## src/rtl/mbox_pkg.sv

```systemverilog
package mbox_pkg;
  localparam int BUS_W    = 32;
  localparam int BYTE_W   = 8;
  localparam int ADDR_W   = 3;
  localparam int BYTE_LSB = 8;
  localparam int NSRC     = 4;

  localparam logic [ADDR_W-1:0] A_INTR = 3'd0;
  localparam logic [ADDR_W-1:0] A_DATA = 3'd1;
  localparam logic [ADDR_W-1:0] A_STAT = 3'd2;

  localparam int F_OVF = 3;

  typedef struct packed {
    logic rx_ovf;
    logic rx_nempty;
    logic tx_nfull;
    logic tx_empty;
  } flags_t;
endpackage

```

## src/rtl/mbox_fifo.sv

```systemverilog
module mbox_fifo #(
  parameter int WIDTH = 8,
  parameter int DEPTH = 16
) (
  input  logic             clk,
  input  logic             rst_n,
  input  logic             push,
  input  logic [WIDTH-1:0] wdata,
  input  logic             pop,
  output logic [WIDTH-1:0] rdata,
  output logic             empty,
  output logic             full
);
  localparam int AW = (DEPTH > 1) ? $clog2(DEPTH) : 1;
  localparam int CW = $clog2(DEPTH + 1);
  localparam logic [AW-1:0] LAST = AW'(DEPTH - 1);

  logic [WIDTH-1:0] mem [DEPTH];
  logic [AW-1:0]    wp, rp;
  logic [CW-1:0]    cnt;
  logic             do_push, do_pop;

  assign empty   = (cnt == '0);
  assign full    = (cnt == CW'(DEPTH));
  assign do_push = push && !full;
  assign do_pop  = pop && !empty;
  assign rdata   = mem[rp];

  always_ff @(posedge clk) begin
    if (do_push) mem[wp] <= wdata;
  end

  always_ff @(posedge clk) begin
    if (!rst_n) begin
      wp  <= '0;
      rp  <= '0;
      cnt <= '0;
    end else begin
      if (do_push) wp <= (wp == LAST) ? '0 : wp + 1'b1;
      if (do_pop)  rp <= (rp == LAST) ? '0 : rp + 1'b1;
      case ({do_push, do_pop})
        2'b10:   cnt <= cnt + 1'b1;
        2'b01:   cnt <= cnt - 1'b1;
        default: cnt <= cnt;
      endcase
    end
  end

  // occupancy never exceeds the depth
  p_count_bound_r3: assert property (@(posedge clk) disable iff (!rst_n)
    cnt <= CW'(DEPTH));
  // a push into a full queue without a pop leaves it full
  p_full_drop_r6: assert property (@(posedge clk) disable iff (!rst_n)
    (full && push && !pop) |=> full);
endmodule

```

## src/rtl/mbox_regs.sv

```systemverilog
module mbox_regs
  import mbox_pkg::*;
(
  input  logic              clk,
  input  logic              rst_n,
  input  logic              bus_wr,
  input  logic              bus_rd,
  input  logic [ADDR_W-1:0] bus_addr,
  input  logic [BUS_W-1:0]  bus_wdata,
  output logic [BUS_W-1:0]  bus_rdata,
  input  logic              tx_empty,
  input  logic              tx_full,
  input  logic              rx_empty,
  input  logic [BYTE_W-1:0] rx_head,
  input  logic              rx_drop,
  output logic              tx_push,
  output logic [BYTE_W-1:0] tx_byte,
  output logic              rx_pop,
  output logic              irq
);
  logic [NSRC-1:0] enable;
  logic            ovf;
  flags_t          fl;
  logic            clr_ovf;
  logic            unused_wbits;

  assign fl.tx_empty  = tx_empty;
  assign fl.tx_nfull  = !tx_full;
  assign fl.rx_nempty = !rx_empty;
  assign fl.rx_ovf    = ovf;

  assign tx_push = bus_wr && (bus_addr == A_DATA);
  assign tx_byte = bus_wdata[BYTE_LSB +: BYTE_W];
  assign rx_pop  = bus_rd && (bus_addr == A_DATA);
  assign clr_ovf = bus_wr && (bus_addr == A_STAT) && bus_wdata[F_OVF];
  assign unused_wbits = ^{bus_wdata[BUS_W-1:BYTE_LSB+BYTE_W], bus_wdata[2:0]};

  always_ff @(posedge clk) begin
    if (!rst_n) begin
      enable <= '0;
      ovf    <= 1'b0;
    end else begin
      if (bus_wr && (bus_addr == A_INTR)) enable <= bus_wdata[NSRC +: NSRC];
      if (rx_drop)      ovf <= 1'b1;
      else if (clr_ovf) ovf <= 1'b0;
    end
  end

  always_comb begin
    bus_rdata = '0;
    case (bus_addr)
      A_INTR: bus_rdata[2*NSRC-1:0] = {enable, fl};
      A_DATA: if (!rx_empty) bus_rdata[BYTE_LSB +: BYTE_W] = rx_head;
      A_STAT: bus_rdata[NSRC-1:0] = fl;
      default: bus_rdata = '0;
    endcase
  end

  assign irq = |(fl & enable);

  // a drop always leaves the flag set
  p_ovf_set_r6: assert property (@(posedge clk) disable iff (!rst_n)
    rx_drop |=> ovf);
  // the flag only falls after an explicit clear
  p_ovf_sticky_r6: assert property (@(posedge clk) disable iff (!rst_n)
    (ovf && !clr_ovf) |=> ovf);
endmodule

```

## src/rtl/mcu_mailbox.sv

```systemverilog
module mcu_mailbox
  import mbox_pkg::*;
#(
  parameter int DEPTH = 16
) (
  input  logic              clk,
  input  logic              rst_n,
  input  logic              bus_wr,
  input  logic              bus_rd,
  input  logic [2:0]        bus_addr,
  input  logic [31:0]       bus_wdata,
  output logic [31:0]       bus_rdata,
  output logic              irq,
  output logic              mc_tx_valid,
  input  logic              mc_tx_ready,
  output logic [7:0]        mc_tx_data,
  input  logic              mc_rx_valid,
  output logic              mc_rx_ready,
  input  logic [7:0]        mc_rx_data
);
  logic              tx_push, tx_empty, tx_full;
  logic              rx_pop, rx_empty, rx_full, rx_drop;
  logic [BYTE_W-1:0] tx_byte, rx_head;

  assign mc_rx_ready = 1'b1;
  assign rx_drop     = mc_rx_valid && rx_full;
  assign mc_tx_valid = !tx_empty;

  mbox_fifo #(.WIDTH(BYTE_W), .DEPTH(DEPTH)) u_txq (
    .clk(clk), .rst_n(rst_n),
    .push(tx_push), .wdata(tx_byte),
    .pop(mc_tx_ready), .rdata(mc_tx_data),
    .empty(tx_empty), .full(tx_full)
  );

  mbox_fifo #(.WIDTH(BYTE_W), .DEPTH(DEPTH)) u_rxq (
    .clk(clk), .rst_n(rst_n),
    .push(mc_rx_valid), .wdata(mc_rx_data),
    .pop(rx_pop), .rdata(rx_head),
    .empty(rx_empty), .full(rx_full)
  );

  mbox_regs u_regs (
    .clk(clk), .rst_n(rst_n),
    .bus_wr(bus_wr), .bus_rd(bus_rd), .bus_addr(bus_addr),
    .bus_wdata(bus_wdata), .bus_rdata(bus_rdata),
    .tx_empty(tx_empty), .tx_full(tx_full),
    .rx_empty(rx_empty), .rx_head(rx_head), .rx_drop(rx_drop),
    .tx_push(tx_push), .tx_byte(tx_byte), .rx_pop(rx_pop),
    .irq(irq)
  );

  // a stalled byte stays offered and unchanged
  p_tx_hold_r4: assert property (@(posedge clk) disable iff (!rst_n)
    (mc_tx_valid && !mc_tx_ready) |=> (mc_tx_valid && $stable(mc_tx_data)));
  // reading the empty receive queue yields zero
  p_empty_read_r5: assert property (@(posedge clk) disable iff (!rst_n)
    (bus_rd && bus_addr == A_DATA && rx_empty) |-> (bus_rdata == '0));
endmodule

```

## config.mk

```make
export PLATFORM = sky130hd
export DESIGN_NAME = mcu_mailbox
export DESIGN_NICKNAME = d
export VERILOG_FILES = /design/src/rtl/mbox_pkg.sv /design/src/rtl/mbox_fifo.sv /design/src/rtl/mbox_regs.sv /design/src/rtl/mcu_mailbox.sv
export SDC_FILE = /design/constraint.sdc
export NUM_CORES = 1
export LEC_CHECK = 0
export ABC_AREA = 1
export ABC_CLOCK_PERIOD_IN_PS = 3250
export BUFFER_PORTS_ARGS = -buffer_cell sky130_fd_sc_hd__buf_2
export CELL_PAD_IN_SITES_DETAIL_PLACEMENT = 0
export CELL_PAD_IN_SITES_GLOBAL_PLACEMENT = 1
export CORE_ASPECT_RATIO = 0.8
export CORE_UTILIZATION = 54
export CTS_BUF_LIST = sky130_fd_sc_hd__clkbuf_4
export CTS_CLUSTER_DIAMETER = 150
export CTS_CLUSTER_SIZE = 16
export DETAILED_ROUTE_END_ITERATION = 6
export MAX_ROUTING_LAYER = met4
export PLACE_DENSITY_LB_ADDON = 0.1
export SETUP_SLACK_MARGIN = 0.5
export SYNTH_ARGS = -nofsm -noshare
export SYNTH_HDL_FRONTEND = slang
export SYNTH_SLANG_ARGS = --single-unit
```

## constraint.sdc

```tcl
create_clock -name clk -period 3.25 [get_ports clk]
set_clock_uncertainty 0.05 [all_clocks]
set_input_delay 0.4875 -clock clk [delete_from_list [all_inputs] [get_ports clk]]
set_output_delay 0.4875 -clock clk [all_outputs]
set_load 0.02 [all_outputs]
```

# [Yosys cells after proc, flatten, opt, wreduce, memory -nomap -nowiden]
# Memories as Yosys holds them, arrays and structs flattened. A register that Yosys moved wholly into a read port is not among the register bits.
# Cells that the tools add are included.
[op_classes] add_sub_neg=8 eq_ne=12 mux=20 bitwise_logic=1 n_reduce_logical=22
[op_table] op="$mux W4" n=10
[op_table] op="$pmux W5 S2" n=2
[op_table] op="$add A4 B1 Y4 const B" n=4
[op_table] op="$eq A4 B4 Y1 const B" n=4
[op_table] op="$mux W8" n=2
[op_table] op="$add A5 B1 Y5 const B" n=2
[op_table] op="$eq A5 B5 Y1 const B" n=2
[op_table] op="$logic_and A1 B1 Y1" n=10
[op_table] op="$logic_not A5 Y1" n=2
[op_table] op="$sub A5 B1 Y5 const B" n=2
[op_table] op="$mux W1" n=6
[op_table] op="$reduce_bool A2 Y1" n=3
[op_table] op="$and A4 B4 Y4" n=1
[op_table] op="$eq A2 B1 Y1 const B" n=2
[op_table] op="$eq A2 B2 Y1 const B" n=2
[op_table] op="$logic_not A1 Y1" n=4
[op_table] op="$reduce_or A4 Y1" n=1
[op_table] op="$eq A3 B1 Y1 const B" n=1
[op_table] op="$eq A3 B2 Y1 const B" n=1
[op_table] op="$logic_not A3 Y1" n=1
[op_table] op="$reduce_or A2 Y1" n=1
[totals] ff_bits=31 mem_bits_rw=256 word_cells=73 n_memories=2
[memory_table] name="u_rxq.mem" words=16 word_bits=8 rd=1 rd_ports_with_merged_regs=1 write_ports=1 line_no="mbox_fifo.sv:18" text="logic [WIDTH-1:0] mem [DEPTH];"
[memory_table] name="u_txq.mem" words=16 word_bits=8 rd=1 rd_ports_with_merged_regs=1 write_ports=1 line_no="mbox_fifo.sv:18"

# [Depth between registers and ports, before layout]
# Gate-level depths: netlist of the first run.
[logic_depth] ltp_word=5 depth_mapped=16 ltp_nobuf=15

# [Hierarchy]
# Synthesis of the first run repeated with hierarchy kept, for this count alone.
[hier_totals] hier_cells=1200 area_unflattened_um2=13035.0
[modules_own_cells] module="mbox_fifo" instances=2 cells_per_inst=549 area_per_inst_um2=6214.7
[modules_own_cells] module="mbox_regs" instances=1 cells_per_inst=97 area_per_inst_um2=583.1
[modules_own_cells] module="mcu_mailbox" instances=1 cells_per_inst=5 area_per_inst_um2=22.5

# [Worst setup path after synthesis of the first run]
# No wires, ideal clock.
[synth_timing] path_kind="in2reg" from="input bus_addr[2]" to="register u_rxq.cnt[4]" arrival_time_ns=2.270 t_required_ns=3.130 path_slack_ns=0.861 path_stages=13 cell_sequence="inv_1 -> nand3_1 -> clkinv_1 -> nand3_1 -> inv_1 -> ha_1 -> xor2_1 -> ha_1 -> a21o_1 -> a31oi_1 -> xor2_1 -> nand2_1 -> a21oi_1"
[synth_via] elab_chain_cells=5
[synth_lines] element="start: declaration" line_no="mcu_mailbox.sv:10" text="input logic [2:0] bus_addr,"
[synth_lines] element="$eq A3 B1 Y1 (*)" line_no="mbox_regs.sv:34" text="assign rx_pop = bus_rd && (bus_addr == A_DATA);"
[synth_lines] element="$logic_and A1 B1 Y1 (*)" line_no="mbox_regs.sv:34"
[synth_lines] element="$logic_and A1 B1 Y1 (*)" line_no="mbox_fifo.sv:26" text="assign do_pop = pop && !empty;"
[synth_lines] element="$eq A2 B1 Y1 or $eq A2 B2 Y1 (tied branches)" line_no="mbox_fifo.sv:41" text="case ({do_push, do_pop})"
[synth_lines] element="$pmux W5 S2 or $reduce_bool A2 Y1 (tied branches)"
[synth_lines] element="end signal: assignment" line_no="mbox_fifo.sv:42" text="2'b10: cnt <= cnt + 1'b1;"
[synth_lines] element="end signal: assignment" line_no="mbox_fifo.sv:43" text="2'b01: cnt <= cnt - 1'b1;"
[synth_lines] element="end signal: assignment" line_no="mbox_fifo.sv:44" text="default: cnt <= cnt;"
[synth_lines] element="end: declaration" line_no="mbox_fifo.sv:20" text="logic [CW-1:0] cnt;"
# Every way passes the cells marked *; elsewhere a longest branch is shown, timed or not.
# A chain may end at the register's enable or synchronous reset.

==> results of run 1 <==
==> registers in the layout, indices dropped and copies added (netlist names), named ones only <==
| register | cells |
|---|---|
| u_rxq.mem | 128 |
| u_txq.mem | 128 |
| u_rxq.cnt | 5 |
| u_txq.cnt | 5 |
| u_regs.enable | 4 |
| u_rxq.rp | 4 |
| u_rxq.wp | 4 |
| u_txq.rp | 4 |
| u_txq.wp | 4 |
| u_regs.ovf | 1 |
==> stage by stage <==
stage / utilization, % / hold WS, ps / total power [mW] / area [um2]
after global routing: 62.67 / 32.09 / 8.377 / 14180
after global placement: 57.72 / 414.5 / 6.033 / 13060
final: 62.67 / 45.57 / 8.001 / 14180
after floorplan: - / 394.2 / 5.548 / 12560
after detailed placement: 57.72 / 415.2 / 6.049 / 13060
after CTS: 61.35 / 4.124 / 7.723 / 13880
==> cell families after synthesis <==
kind of cell / count (synthesis) / share of synthesized area, %
AOI/OAI and AO/OA: 260 / 11.69
xor gates and xnor gates: 14 / 0.9804
adders and majority gates: 16 / 1.601
buffers and inverters: 156 / 5.962
DFF: 295 / 67.71
muxes: 32 / 2.561
other: 2 / 0.06005
and+or+nand+nor: 284 / 9.434
==> power breakdown <==
part | switching (mW) | internal [mW] | leakage, nW
sequential | 0.0858 | 4.19 | 2.63
combinational | 1.28 | 0.906 | 2.23
clock | 1.09 | 0.441 | 0.149
==> per-layer routing <==
layer / vias up / part of all wire (%)
li1: 3901 / -
met1: 3913 / 48
met2: 330 / 42
met3: 41 / 8.8
met4: 0 / 1.6
met5: - / 0
==> cells in the final DEF (no fill, tap or decap), types with 33 or more instances in the layout <==
cell type  Yosys  layout
nand3_1       40      35
o21ai_0      117      86
o21ai_1       18      41
inv_1         86      84
edfxtp_1     256     256
a21oi_1       64      54
o211ai_1      48      48
nand2_1       63      62
dfxtp_1       39      33
nor2_1       164     160
buf_2         15      39
==> layout make-up <==
cell class,count,area share [%]
multi-input combinational,623,24.76
timing repair inverter,3,0.3706
inverter,89,2.515
clock inverter,1,0.07942
sequential,295,59.83
clock buffer,31,1.641
antenna,1,0.01765
timing repair buffer,110,8.083
tap,306,2.700
==> worst min path at each step <==
stage,from,cells past startpoint,slack [ps],to
after floorplan,u_regs.enable[3],2,390,u_regs.enable[3]
after global placement,u_regs.enable[2],2,410,u_regs.enable[2]
after detailed placement,u_regs.enable[2],2,420,u_regs.enable[2]
after CTS,bus_wdata[6],3,4,u_regs.enable[2]
after global routing,bus_wdata[5],3,30,u_regs.enable[1]
final,bus_wdata[6],3,50,u_regs.enable[2]
==> worst max-delay path: cells and delay by family, from the launching register on <==
family                 cells  cell delay, ps
buffers and inverters      4             680
AO/OA/AOI/OAI              4             590
flip-flops                 1             390
==> repair_timing <==
item,4_1_cts,5_1_grt
hold buffers,1,0
gates resized for setup,76,53
pin swaps,17,25
cloned,9,4
endpoints found under the setup margin,16,17
buffers inserted,12,4
hold endpoints to repair,1,0
==> results.md, run 1 <==
* Met2 Usage GRT at 34.00%
* Area grow syn2layout at 13.37%
* Drt pass-1 iters at 5
* Worst-Margin Slew at about 890 ps
* Area of the multi-input gates at 0.003511 mm2
* Area fraction of the dominant cell type after synthesis at 61.46%
* Fin Setup TNS at 0 ps
* Sequential share of the synthesized area at between 60% and 70%
* # clock sinks at roughly 300
* Initial Util at 55.28%
* Most frequent cell after synthesis: edfxtp_1
* Yosys warnings at 0
* Global-route wire length before repair at around 44 mm
* Vias/cell at between 5 and 6
* R2R Path Start: u_rxq.cnt[0]
* Cells taking the most area after synthesis: edfxtp_1 (61%), dfxtp_1 (6.2%), nor2_1 (4.9%), o21ai_0 (4.7%), o211ai_1 (2.9%)
* Core area at ~0.023 mm2
* Fraction of layout instances using a drive strength above 1 at roughly 17%
* RSZ-0062 raised after global routing: yes
* Final hold violation count at 0
* GRT Total Usage at 25.80%
* Die height at ~140 um
* Yosys top cell by area: edfxtp_1
* Critical Path RT at 2710 ps
* Startpoint Class: flop
* Min cycle time layout at roughly 2900 ps
* Most used cell, CP: buf_12
* Avg WL per Cell at ~20 um
* Leakage at around 5 nW
* Root buffer cell: clkbuf_4
* Final worst path period share at slightly below 90%
* FF/Latch Area at about 0.0085 mm2
* Outcome: finished, final reports clean
* Chip width at about 170 um
* Most crowded layer after global routing: met1
* Placement Setup Slack at between 600 and 700 ps
* Maxcap violations at 0
* Largest net degree at the start of global routing at 33
* CTS tree: done
* Setup crit end kind: primary output
* R2R depth at 13
* Clock slew at reported path FFs at ~180 ps
* Post-synth EDFFs at ~260
* Maximum VDD drop at roughly 0.32 mV
* Number of top-level pins at between 90 and 100
* Final WS setup at a little under 400 ps
* Cells after DPL at between 1000 and 1500
* # fillers at 1741
* Non-Filler Instances at approximately 1500
* Asr flop ratio synth at 0%
* Starting DRC count in detailed routing at around 750
* Detailed Route WL at just under 30 mm
* Pwr dens at about 560 mW/mm2
* Vias in the first global route at 7363
* Number of CTS-inserted buffers at 22
* Max-slew violations at 0
* Slowest CP cell: dfxtp_4
* Worst setup path category: flop to primary output
* # port buffers at 55
* #FFs+latches synth at 295
* Grt met1 use at approximately 42%
* Syn avg cell area at ~12 um2
* Met3 Use GR at 3.808%
* Mapped Area at roughly 0.013 mm2
* Reg2reg end: u_rxq.cnt[4]
* CTS Buffer Depth at 3
* Cell count after synthesis at 1059
* Nets at ~1200
* Synth unique cells at 39
* Max_slew headroom at between 40% and 50%
* GP Congestion at 0.8623
* Remaining global-route overflow at 0
* Fmax at 0.3502 GHz
* Routed Antenna Nets at 0
* Via count at between 8000 and 9000
* CP Capture Point: bus_rdata[13]
* Clk_lat worst skew at 670 ps
* Hold Crit Class: primary input to flop
* Primary FF master, synth: edfxtp_1
* Commonest cells post-synth: edfxtp_1 (256), nor2_1 (164), o21ai_0 (117)
* DP HPWL at about 17 mm
* Register-to-register setup slack at between 700 and 800 ps
* H-tree Lvls at 1
* Final setup fails at 0
* # DRC at 0
* Worst path cell trace: buf_12 > buf_12 > bufbuf_16 > o21ai_0 > o211ai_1 > o21ai_1 > a21oi_2 > buf_6
* Worst stage delay on the critical path at 390 ps
* Die area at between 0.02 and 0.025 mm2
* Worst Path Max Fanout at 16
* Antenna violations before repair at 1
* Standard-cell rows at 49
* WP data arrival at between 2000 and 2500 ps
Note: power is estimated with default switching activity, not from simulation.
==> inputs of run 2 (changes only) <==
--- a/config.mk
+++ b/config.mk
@@ -6,16 +6,18 @@
 export NUM_CORES = 1
 export LEC_CHECK = 0
 export ABC_AREA = 1
-export ABC_CLOCK_PERIOD_IN_PS = 3250
+export ABC_CLOCK_PERIOD_IN_PS = 3400
 export BUFFER_PORTS_ARGS = -buffer_cell sky130_fd_sc_hd__buf_2
 export CELL_PAD_IN_SITES_DETAIL_PLACEMENT = 0
 export CELL_PAD_IN_SITES_GLOBAL_PLACEMENT = 1
 export CORE_ASPECT_RATIO = 0.8
+export CORE_MARGIN = 3
 export CORE_UTILIZATION = 54
 export CTS_BUF_LIST = sky130_fd_sc_hd__clkbuf_4
 export CTS_CLUSTER_DIAMETER = 150
 export CTS_CLUSTER_SIZE = 16
 export DETAILED_ROUTE_END_ITERATION = 6
+export GPL_TIMING_DRIVEN = 0
 export MAX_ROUTING_LAYER = met4
 export PLACE_DENSITY_LB_ADDON = 0.1
 export SETUP_SLACK_MARGIN = 0.5
==> constraint.sdc (replaced) <==
create_clock -name clk -period 3.4 [get_ports clk]
set_clock_uncertainty 0.05 [all_clocks]
set_input_delay 0.51 -clock clk [delete_from_list [all_inputs] [get_ports clk]]
set_output_delay 0.51 -clock clk [all_outputs]
set_load 0.02 [all_outputs]
==> results.md, run 2 (synthesized netlist as in run 1, its figures left out) <==
* Leakage at 5.052 nW (+0.85%)
* Worst Path Max Fanout at 10 (-6)
* Hold Crit Class: primary input to flop
* Area grow syn2layout at 12.62%
* CTS tree: done
* Maximum VDD drop at 0.3954 mV (+22%)
* Number of CTS-inserted buffers at 22 (unchanged)
* WHS Path Cells at 3 (unchanged)
* Die height at 142.1 um (+2.9%)
* Pwr dens at 549.1 mW/mm2 (-2.7%)
* Maxcap violations at 0 (unchanged)
* Fin Setup TNS at 0 ps (unchanged)
* Final hold violation count at 0 (unchanged)
* WHS Endpoint: u_regs.enable[1]
* Worst setup path category: flop to primary output
* # clock sinks at 295 (unchanged)
* Fmax at between 0.3 and 0.4 GHz
* Slowest CP cell: dfxtp_4
* Number of top-level pins at 92 (unchanged)
* Critical Path RT at 2840 ps (+130 ps)
* Starting DRC count in detailed routing at 822 (+9.5%)
* Hold Path Origin: bus_wdata[5]
* Outcome: finished, final reports clean
* Largest net degree at the start of global routing at 18 (-45%)
* Nets at 1231 (+1.8%)
* Setup crit end kind: primary output
* Most used cell, CP: buf_4
* Worst path cell trace: buf_12 > buf_4 > buf_4 > nor2_1 > o32ai_2 > o21ai_0 > a21oi_2 > buf_4
* Drt pass-1 iters at 5 (unchanged)
* Internal Power at 5.345 mW (-3.5%)
* # DRC at 0 (unchanged)
* Switching Fraction at 30.89% (+0.15 points)
* DP HPWL at 20.03 mm (+19%)
* Reg2reg end: u_rxq.cnt[4]
* Register-to-register setup slack at 940 ps (+210 ps)
* R2R Path Start: u_rxq.cnt[0]
* Max-slew violations at 0 (unchanged)
* Util after Layout at 62.26% (-0.41 points)
* H-tree Lvls at 1 (unchanged)
* Standard-cell rows at 49 (unchanged)
* GRT Total Usage at 23.91% (-1.9 points)
* RSZ-0062 raised after global routing: yes
* Global-route wire length before repair at 44.22 mm (+0.93%)
* Final worst path period share at just under 90%
* Remaining global-route overflow at 0 (unchanged)
* Startpoint Class: flop
* Avg WL per Cell at 20.01 um (-1.6%)
* Most frequent cells in the layout: edfxtp_1 (256), nor2_1 (163), o21ai_0 (89)
* Clock slew at reported path FFs at 160 ps (-20 ps)
* Clk_lat worst skew at 690 ps (+20 ps)
* Initial Util at 55.28% (unchanged)
* GP Congestion at 0.9468 (+9.8%)
* Root buffer cell: clkbuf_4
* Fraction of layout instances using a drive strength above 1 at 17.56% (+0.11 points)
* # port buffers at 55 (unchanged)
* Min cycle time layout at between 2000 and 3000 ps
* Switching Power at 2.389 mW (-2.9%)
* Routed Antenna Nets at 0 (unchanged)
* R2R depth at 12 (-1)
* Detailed Route WL at 29.61 mm (-0.21%)
* Comb pwr share at 27.7% (+0.4 points)
* Clock power share at 19.7% (+0.5 points)
* Largest registers: u_rxq.mem: 128 flops, u_txq.mem: 128 flops
* Vias/cell at 5.634 (+0.42%)
* Core area at 0.02262 mm2 (unchanged)
* Sequential Power Share at 52.6% (-0.9 points)
* Die area at 0.02503 mm2 (+5.3%)
* Antenna violations before repair at 1 (unchanged)
* Chip width at 176.2 um (+2.3%)
* Max_slew headroom at 35.32% (-4.8 points)
* Final setup fails at 0 (unchanged)
* Most common cell after layout, fill and taps aside: edfxtp_1
* CTS Buffer Depth at 3 (unchanged)
* Worst-Margin Slew at 966.7 ps (+72.14 ps)
* Vias in the first global route at 7728 (+5.0%)
* WP data arrival at 2410 ps (+90 ps)
* Via count at 8338 (+1.9%)
* Worst stage delay on the critical path at 410 ps (+20 ps)
[run 2: changes by cell type in the layout (fill, tap and decap cells not counted), sizes merged]
| cell | delta |
|---|---|
| buf | +10 |
| bufbuf | -1 |
| bufinv | +1 |
| clkbuf | +14 |
| clkinvlp | -1 |
| inv | -2 |
[run 2: what timing repair did]
item,in CTS,in global routing
hold buffers,1,0
gates cloned,0,6
pin swaps,7,24
buffers inserted,1,5
endpoints found under the hold margin,1,0
setup endpoints to repair,16,17
gates resized for setup,61,98
[run 2: metal layers]
layer / share of wire, % / vias to the layer above / routed length, um / GRT usage, %
li1: - / 3935 / - / -
met1: 48 / 4027 / 14150 / 37.77
met2: 41 / 343 / 12220 / 32.39
met3: 9.6 / 33 / 2853 / 4.960
met4: 1.3 / 0 / 391 / 4.123
met5: 0 / - / 0 / -
[run 2: layout make-up]
type                            count  area (um2)
Antenna cell                        1       2.502
Clock buffer                       29       217.7
Clock inverter                      2       41.29
Inverter                           89       349.1
Buffer                             67       560.5
Sequential cell                   295        8473
Tap cell                          306       382.9
Timing Repair Buffer               68       540.5
Multi-Input combinational cell    623        3517
Fill cell                        1863        8538
[run 2: worst max-delay path: cells and delay by family (launching register included)]
kind | cells | cell delay [ps]
AND/OR/NAND/NOR | 1 | 70
buffers and inverters | 4 | 580
flip-flops | 1 | 410
AO/OA/AOI/OAI | 3 | 660
[run 2: worst max-delay path by stage]
stage	startpoint	endpoint	cells after the start
after floorplan	bus_addr[2]	u_rxq.cnt[4]	13
after global placement	bus_addr[1]	u_rxq.cnt[4]	14
after detailed placement	bus_addr[2]	u_rxq.cnt[4]	14
after CTS	flop	bus_rdata[12]	12
after global routing	flop	bus_rdata[12]	12
final	flop	bus_rdata[15]	8
[run 2: through the flow]
stage / total power, mW / cells / cell area (um2) / setup slack (ps) / hold slack (ps)
final: 7.734 / 1480 / 14080 / 432.7 / 63.85
after global routing: 8.095 / 1480 / 14080 / 294.3 / 26.02
after CTS: 7.412 / 1468 / 13670 / 359.8 / 17.26
after detailed placement: 5.850 / 1435 / 13220 / 477.2 / 421.7
after global placement: 5.835 / 1435 / 13220 / 474.6 / 417.2
after floorplan: 5.303 / 1074 / 12560 / 988.1 / 394.2
[run 2: power by group through the flow]
| stage | clock [mW] | combinational (mW) | sequential (mW) |
|---|---|---|---|
| finish | 1.52 | 2.14 | 4.07 |
| global route | 1.70 | 2.32 | 4.08 |
| CTS | 1.56 | 1.78 | 4.07 |
| detailed placement | 0 | 1.70 | 4.15 |
| global placement | 0 | 1.69 | 4.15 |
| floorplan | 0 | 1.17 | 4.13 |
==> inputs of run 3 (changes only) <==
--- a/config.mk
+++ b/config.mk
@@ -19,7 +19,8 @@
 export DETAILED_ROUTE_END_ITERATION = 6
 export GPL_TIMING_DRIVEN = 0
 export MAX_ROUTING_LAYER = met4
-export PLACE_DENSITY_LB_ADDON = 0.1
+export PLACE_DENSITY_LB_ADDON = 0.05
+export RECOVER_POWER = 25
 export SETUP_SLACK_MARGIN = 0.5
 export SYNTH_ARGS = -nofsm -noshare
 export SYNTH_HDL_FRONTEND = slang
==> results.md, run 3 (synthesized netlist as in run 1, its figures left out) <==
* Routed Antenna Nets at 0 (unchanged)
* Area grow syn2layout at 12.43%
* Max_slew headroom at 37.01% (+1.7 points)
* Global-route wire length before repair at 45.90 mm (+3.8%)
* Clock power share at 20.1% (+0.4 points)
* # fillers at 1834 (-1.6%)
* Fmax at 0.3391 GHz (+0.63%)
* GRT Total Usage at 24.98% (+1.1 points)
* Hold Crit Class: primary input to flop
* CTS Buffer Depth at 3 (unchanged)
* Root buffer cell: clkbuf_4
* Slowest CP cell: dfxtp_4
* WP data arrival at 2390 ps (-20 ps)
* Most common cell after layout, fill and taps aside: edfxtp_1
* # port buffers at 55 (unchanged)
* Maxcap violations at 0 (unchanged)
* WHS Path Cells at 3 (unchanged)
* Starting DRC count in detailed routing at 858 (+4.4%)
* Largest net degree at the start of global routing at 18 (unchanged)
* Number of CTS-inserted buffers at 22 (unchanged)
* Internal Power at 5.282 mW (-1.2%)
* Nets at 1238 (+0.57%)
* Startpoint Class: flop
* Clock slew at reported path FFs at 160 ps (about the same)
* Worst stage delay on the critical path at 390 ps (-20 ps)
* Tot Pwr at 7.655 mW (-1.0%)
* Non-Filler Instances at 1487 (+0.47%)
* Remaining global-route overflow at 0 (unchanged)
* Cell Area, Placed at 0.01322 mm2 (unchanged)
* Finished Cell Area at 0.01406 mm2 (-0.16%)
* H-tree Lvls at 1 (unchanged)
* # DRC at 0 (unchanged)
* Outcome: finished, final reports clean
* Via count at 8333 (-0.060%)
* Final hold violation count at 0 (unchanged)
* Final worst path period share at 86.73% (-0.54 points)
* Vias in the first global route at 7716 (-0.16%)
* Critical Path RT at 2840 ps (about the same)
* Comb pwr share at 26.7% (-1.0 points)
* Worst-Margin Slew at 941.4 ps (-25.31 ps)
* Initial Util at 55.28% (unchanged)
* Most frequent cells in the layout: edfxtp_1 (256), nor2_1 (162), o21ai_0 (95)
* DP HPWL at 20.57 mm (+2.7%)
* Util after Layout at 62.16% (-0.099 points)
* Number of top-level pins at 92 (unchanged)
* Sequential Power Share at 53.2% (+0.6 points)
* Fin Setup TNS at 0 ps (unchanged)
* Setup crit end kind: primary output
* Crit-path leading delay family: buffers and inverters
* Largest registers: u_rxq.mem: 128 flops, u_txq.mem: 128 flops
* Worst path cell trace: buf_12 > inv_12 > buf_12 > buf_16 > nor2_1 > nor2_1 > o21ai_1 > o211ai_1 > o21ai_1 > nand2_1 > nand3_2 > a21oi_2 > buf_4
* Min cycle time layout at 2949 ps (-18.45 ps)
* Die height at 142.1 um (unchanged)
* Chip width at 176.2 um (unchanged)
* Buf/Inv on CP at 5 (+1)
* Worst Path Max Fanout at 8 (-2)
* Stages on worst setup path at 13 (+5)
* Standard-cell rows at 49 (unchanged)
* Final WS setup at 451.1 ps (+18.45 ps)
* Die area at 0.02503 mm2 (unchanged)
* Final setup fails at 0 (unchanged)
* Clk_lat worst skew at 680 ps (about the same)
* R2R depth at 12 (unchanged)
* Drt pass-1 iters at 5 (unchanged)
* Placement Setup Slack at 452.6 ps (-24.59 ps)
* Cells after DPL at 1435 (unchanged)
* Detailed Route WL at 30.42 mm (+2.7%)
* Maximum VDD drop at 0.3418 mV (-14%)
* Max-slew violations at 0 (unchanged)
* Worst setup path category: flop to primary output
* Core area at 0.02262 mm2 (unchanged)
* CTS tree: done
* Vias/cell at 5.604 (-0.53%)
* RSZ-0062 raised after global routing: yes
* Avg WL per Cell at 20.46 um (+2.2%)
* Switching Fraction at 30.99% (+0.11 points)
* Antenna violations before repair at 1 (unchanged)
* Switching Power at 2.372 mW (-0.68%)
* # clock sinks at 295 (unchanged)
* GP Congestion at 0.8567 (-9.5%)
* Hold_ws at 75.02 ps (+11.17 ps)
* Leakage at 5.028 nW (-0.48%)
* Pwr dens at 544.4 mW/mm2 (-0.86%)
* Fraction of layout instances using a drive strength above 1 at 16.61% (-0.95 points)
[run 3: cell types whose count changed in the layout (fill, tap and decap cells not counted), moves of 5 or more]
cell       delta
clkbuf_1     +12
buf_6         +9
buf_2        -11
o21ai_0       +6
o21ai_1       -5
clkbuf_16     -5
[run 3: final cells by class]
type,count,area (um2),share of cell area (%)
buffer,67,553.0,3.933
clock inverter,2,41.29,0.2936
antenna,1,2.502,0.01780
multi-input combinational,623,3466,24.65
clock buffer,29,217.7,1.548
inverter,89,352.8,2.509
timing repair inverter,1,8.758,0.06228
tap,306,382.9,2.723
timing repair buffer,74,564.3,4.013
sequential,295,8473,60.25
[run 3: power groups by stage]
stage / Clock, mW / Sequential (mW) / Combinational [mW]
5_1_grt: 1.72 / 4.08 / 2.23
4_1_cts: 1.58 / 4.07 / 1.91
3_3_place_gp: 0 / 4.15 / 1.70
6_report: 1.54 / 4.07 / 2.05
3_5_place_dp: 0 / 4.15 / 1.72
2_1_floorplan: 0 / 4.13 / 1.17
[run 3: repair_timing]
action	in CTS	in global routing
gates cloned	2	2
gates resized for setup	95	46
pin swaps	15	17
setup endpoints to repair	16	16
hold buffers	1	0
hold endpoints to repair	1	0
buffers inserted	10	5
[run 3: worst min-delay path, delay by kind of cell]
family,cells,cell delay [ps]
buf+inv,1,70
compound gates,2,190
[run 3: metal layers]
| layer | up-vias | global-route usage, % | routed length, um |
|---|---|---|---|
| li1 | 3945 | - | - |
| met1 | 4030 | 40.25 | 14730 |
| met2 | 328 | 32.87 | 12430 |
| met3 | 30 | 5.280 | 2848 |
| met4 | 0 | 4.165 | 408 |
| met5 | - | - | 0 |
[run 3: worst paths after layout]
kind	from	endpoint	slack, ps
min	bus_wdata[5]	u_regs.enable[1]	80
min reg2reg	u_regs.enable[1]	u_regs.enable[1]	440
max	flop	bus_rdata[11]	450
max reg2reg	u_rxq.cnt[0]	u_rxq.cnt[4]	940
